===== src/rtl/modem_status_reg.sv =====
module modem_status_reg #(
  parameter int SYNC_STAGES = 2
) (
  input  logic       clk,
  input  logic       rst_n,
  input  logic       cts_n,
  input  logic       dsr_n,
  input  logic       ri_n,
  input  logic       dcd_n,
  input  logic       ctl_dtr,
  input  logic       ctl_rts,
  input  logic       ctl_out1,
  input  logic       ctl_out2,
  input  logic       loop_en,
  input  logic       rd_stb,
  output logic [7:0] rd_data
);

  logic [SYNC_STAGES-1:0][3:0] sync_q;
  logic [3:0] lvl_q, delta_q, src, chg;

  always_ff @(posedge clk) begin
    if (!rst_n) begin
      sync_q <= '0;
    end else begin
      sync_q[0] <= ~{dcd_n, ri_n, dsr_n, cts_n};
      for (int i = 1; i < SYNC_STAGES; i++) sync_q[i] <= sync_q[i-1];
    end
  end

  assign src = loop_en ? {ctl_out2, ctl_out1, ctl_dtr, ctl_rts} : sync_q[SYNC_STAGES-1];

  assign chg = {src[3] ^ lvl_q[3],
                lvl_q[2] & ~src[2],
                src[1] ^ lvl_q[1],
                src[0] ^ lvl_q[0]};

  always_ff @(posedge clk) begin
    if (!rst_n) begin
      lvl_q   <= '0;
      delta_q <= '0;
    end else begin
      lvl_q   <= src;
      delta_q <= (rd_stb ? 4'h0 : delta_q) | chg;
    end
  end

  assign rd_data = {lvl_q, delta_q};

endmodule



===== config.mk =====
export PLATFORM = sky130hd
export DESIGN_NAME = modem_status_reg
export DESIGN_NICKNAME = d
export VERILOG_FILES = /design/src/rtl/modem_status_reg.sv
export SDC_FILE = /design/constraint.sdc
export NUM_CORES = 1
export LEC_CHECK = 0
export BUFFER_PORTS_ARGS = -buffer_cell sky130_fd_sc_hd__buf_2
export CAP_MARGIN = 30
export CORE_AREA = 2 2 39 41
export DETAILED_ROUTE_END_ITERATION = 8
export DIE_AREA = 0 0 41 43
export PLACE_DENSITY = 0.8
export SYNTH_ARGS = -nofsm -noshare
export SYNTH_HDL_FRONTEND = slang
export SYNTH_SLANG_ARGS = --single-unit

===== constraint.sdc =====
create_clock -name clk -period 1.4 [get_ports clk]
set_clock_uncertainty 0.2 [all_clocks]
set_input_delay 0.14 -clock clk [delete_from_list [all_inputs] [get_ports clk]]
set_output_delay 0.14 -clock clk [all_outputs]
set_load 0.02 [all_outputs]

==> reports/qor.csv <==
stage,metric,value,unit
cells_and_area,final_util,0.5244,
synthesis,yosys_warnings,0,
worst_setup_path,cp.required,1410,ps
power,max-vdd-ir-drop,608.1,uV
route,vias,363,
global_route,gr-usage-all-layers,0.1135,
min_path,holdPathStages,2,
power,switching_power,0.1834,mW
power,power_frac_comb,0.135,
worst_setup_path,slowest_stage,dlygate4sd3_1,
cells_and_area,nets,86,
cells_and_area,design_area,725.7,sq um
worst_setup_path,cp_max_fo,2,
floorplanning,initial_utilization,0.3924,
power,intPower,0.6393,mW
synthesis,postSynthAreaPerCell,11.80,sq um
route,firstDrtPassIters,2,
synthesis,syn_nets,58,
timing,worst-slew-pin-transition,219.0,ps
floorplanning,die_area,1763,sq um
clock_tree,ctsResizeCount,0,
synthesis,netlist_instances,46,
worst_setup_path,cp.depth,5,
global_route,overflow,0,
clock_tree,ctsHtreeMaxLevel,1,
worst_setup_path,start_kind,input pin,
synthesis,ys_ff_latch,16,
worst_setup_path,crit_arrival,1150,ps
route,drc,0,
timing,rsz0062_at_grt,false,
timing,hold_viol_final,0,
power,p_clk_frac,0.269,
timing,final_max_slew_viol_count,0,
cells_and_area,final_cells,88,
clock_tree,cts_tree,yes,
global_route,grtUsageMet2,0.1500,
worst_setup_path,slowest_delay,520,ps
place,dp_cells,79,
synthesis,ys_top_cells_by_area,"dfxtp_1 59%, nor2b_1 8.1%, mux2i_1 7.4%, and2b_2 4.8%, xor2_1 4.8%",
cells_and_area,final_common_cell,buf_2,
worst_setup_path,ff2ff_path_depth,3,
route,routed_wl,782,um
route,drt-vias-per-instance,4.125,
global_route,use_met3,0.06283,
timing,setup_viol,0,
cells_and_area,nFillCells,129,
clock_tree,cts.clk_slew.worst_paths,80,ps
run_status,status,"complete, no violations",
cells_and_area,area_delta_synth_final,33.64,%
place,dp_slack,281.0,ps
timing,maxSlewHeadroom,0.8498,
worst_setup_path,rrSetupSlack,360,ps
synthesis,yosys.area.top_type_share,0.5899,
route,avgRoutedWirePerCell,8.886,um
global_route,grt_max_degree,17,
power,leakage,0.3482,nW
global_route,grt_pass1_wl,1248,um
timing,fin_crit_sh,0.8145,
power,power.density,1134,nW/um^2
clock_tree,clock_latency,270,ps
cells_and_area,layout_common_cells,"19 x buf_2, 16 x dfxtp_1, 7 x nor2b_1",
worst_setup_path,crit_buf_inv,2,
min_path,holdCritPathClass,input pin to flip-flop,
worst_setup_path,path_class,input pin to flip-flop,
power,pwr-share-seq,0.596,
timing,fin_ws,259.6,ps
clock_tree,cts_max_path_buffers,2,
worst_setup_path,worstPathCellList,dlygate4sd3_1 -> buf_2 -> mux2i_1 -> a21oi_1 -> nor2b_1,
synthesis,synth-seq-area-share,0.5899,
global_route,grtUsageMet1,0.1225,
route,ant_nets,0,
floorplanning,num_rows,14,
global_route,grt.busiest_layer,met2,
synthesis,ys_types,11,
global_route,antenna_found_initial,0,
floorplanning,die_y,43,um
place,port_buffers,19,
clock_tree,clock-sinks,16,
cells_and_area,diodes,0,
timing,fmax,876.9,MHz
synthesis,syn-cell-area,543.0,sq um
worst_setup_path,cp-end-kind,flip-flop,
timing,hold_ws,19.90,ps
flow_run,cap_viol_max_count,0,
place,dpl-instance-area,643.1,sq um
floorplanning,core_area,1384,sq um
timing,min_period,1140,ps
place,hpwl,575.7,um
floorplanning,ios,20,
synthesis,yosys.area.top_type,dfxtp_1,
power,finalPower,0.8227,mW
global_route,first_global_vias,334,
floorplanning,die_w,41,um
power,swShare,0.2229,
worst_setup_path,crit_family,buffers and inverters,
timing,setup_tns,0,ps
place,place.gp.congestion,0.5742,
cells_and_area,layout-drive-gt1-share,0.3472,
clock_tree,cts_buffers,3,
route,initialDrtViolationCount,1,
clock_tree,cts_root_buf,clkbuf_4,
## sequential cells by signal (all words and copies together), names as in the netlist
name     cells
delta_q      4
sync_q       8
lvl_q        4
## path summary, 6_finish.rpt
path                                      startpoint                     to
worst max register to register  sync_q[7]$_SDFF_PN0_  delta_q[3]$_SDFF_PN0_
worst max-delay path                        ctl_out1  delta_q[2]$_SDFF_PN0_
worst min-delay path                           rst_n   sync_q[2]$_SDFF_PN0_
worst min register to register  sync_q[0]$_SDFF_PN0_   sync_q[4]$_SDFF_PN0_
## Yosys cell counts
library cell,instances
xor2_1,3
dfxtp_1,16
and2b_2,3
a21oi_1,1
a21boi_1,3
clkbuf_1,1
nand2b_1,3
nor2b_1,7
buf_6,1
mux2i_1,4
and2_1,4
## layout make-up
| type | instances | area, sq um | share of cell area |
|---|---|---|---|
| multi-input combinational | 28 | 207.7 | 0.2862 |
| sequential | 16 | 320.3 | 0.4414 |
| tap | 16 | 20.02 | 0.02759 |
| timing repair buffer | 25 | 155.1 | 0.2138 |
| clock buffer | 3 | 22.52 | 0.03103 |
## kinds of logic after synthesis
group           synth area share
buf+inv                  0.02764
flops                     0.5899
simple gates              0.2097
xor+xnor                 0.04840
compound gates           0.05068
mux                      0.07374
## power by group through the flow
stage	logic [mW]	clock network [mW]	registers [mW]
6_report	0.111	0.221	0.491
5_1_grt	0.123	0.264	0.495
4_1_cts	0.112	0.234	0.491
3_5_place_dp	0.0996	0	0.502
3_3_place_gp	0.0978	0	0.501
2_1_floorplan	0.0447	0	0.521
## timing repair
item	in CTS	in global routing
setup buffers	0	0
hold buffers	6	0
setup endpoints to repair	0	0
hold endpoints to repair	8	0
## layer usage
metal,up-vias,part of all wire,wire [um]
li1,196,-,-
met1,153,0.49,384
met2,14,0.42,325
met3,0,0.091,71
met4,0,0,0
met5,-,0,0
No activity file was read; power rests on OpenSTA's default activity.
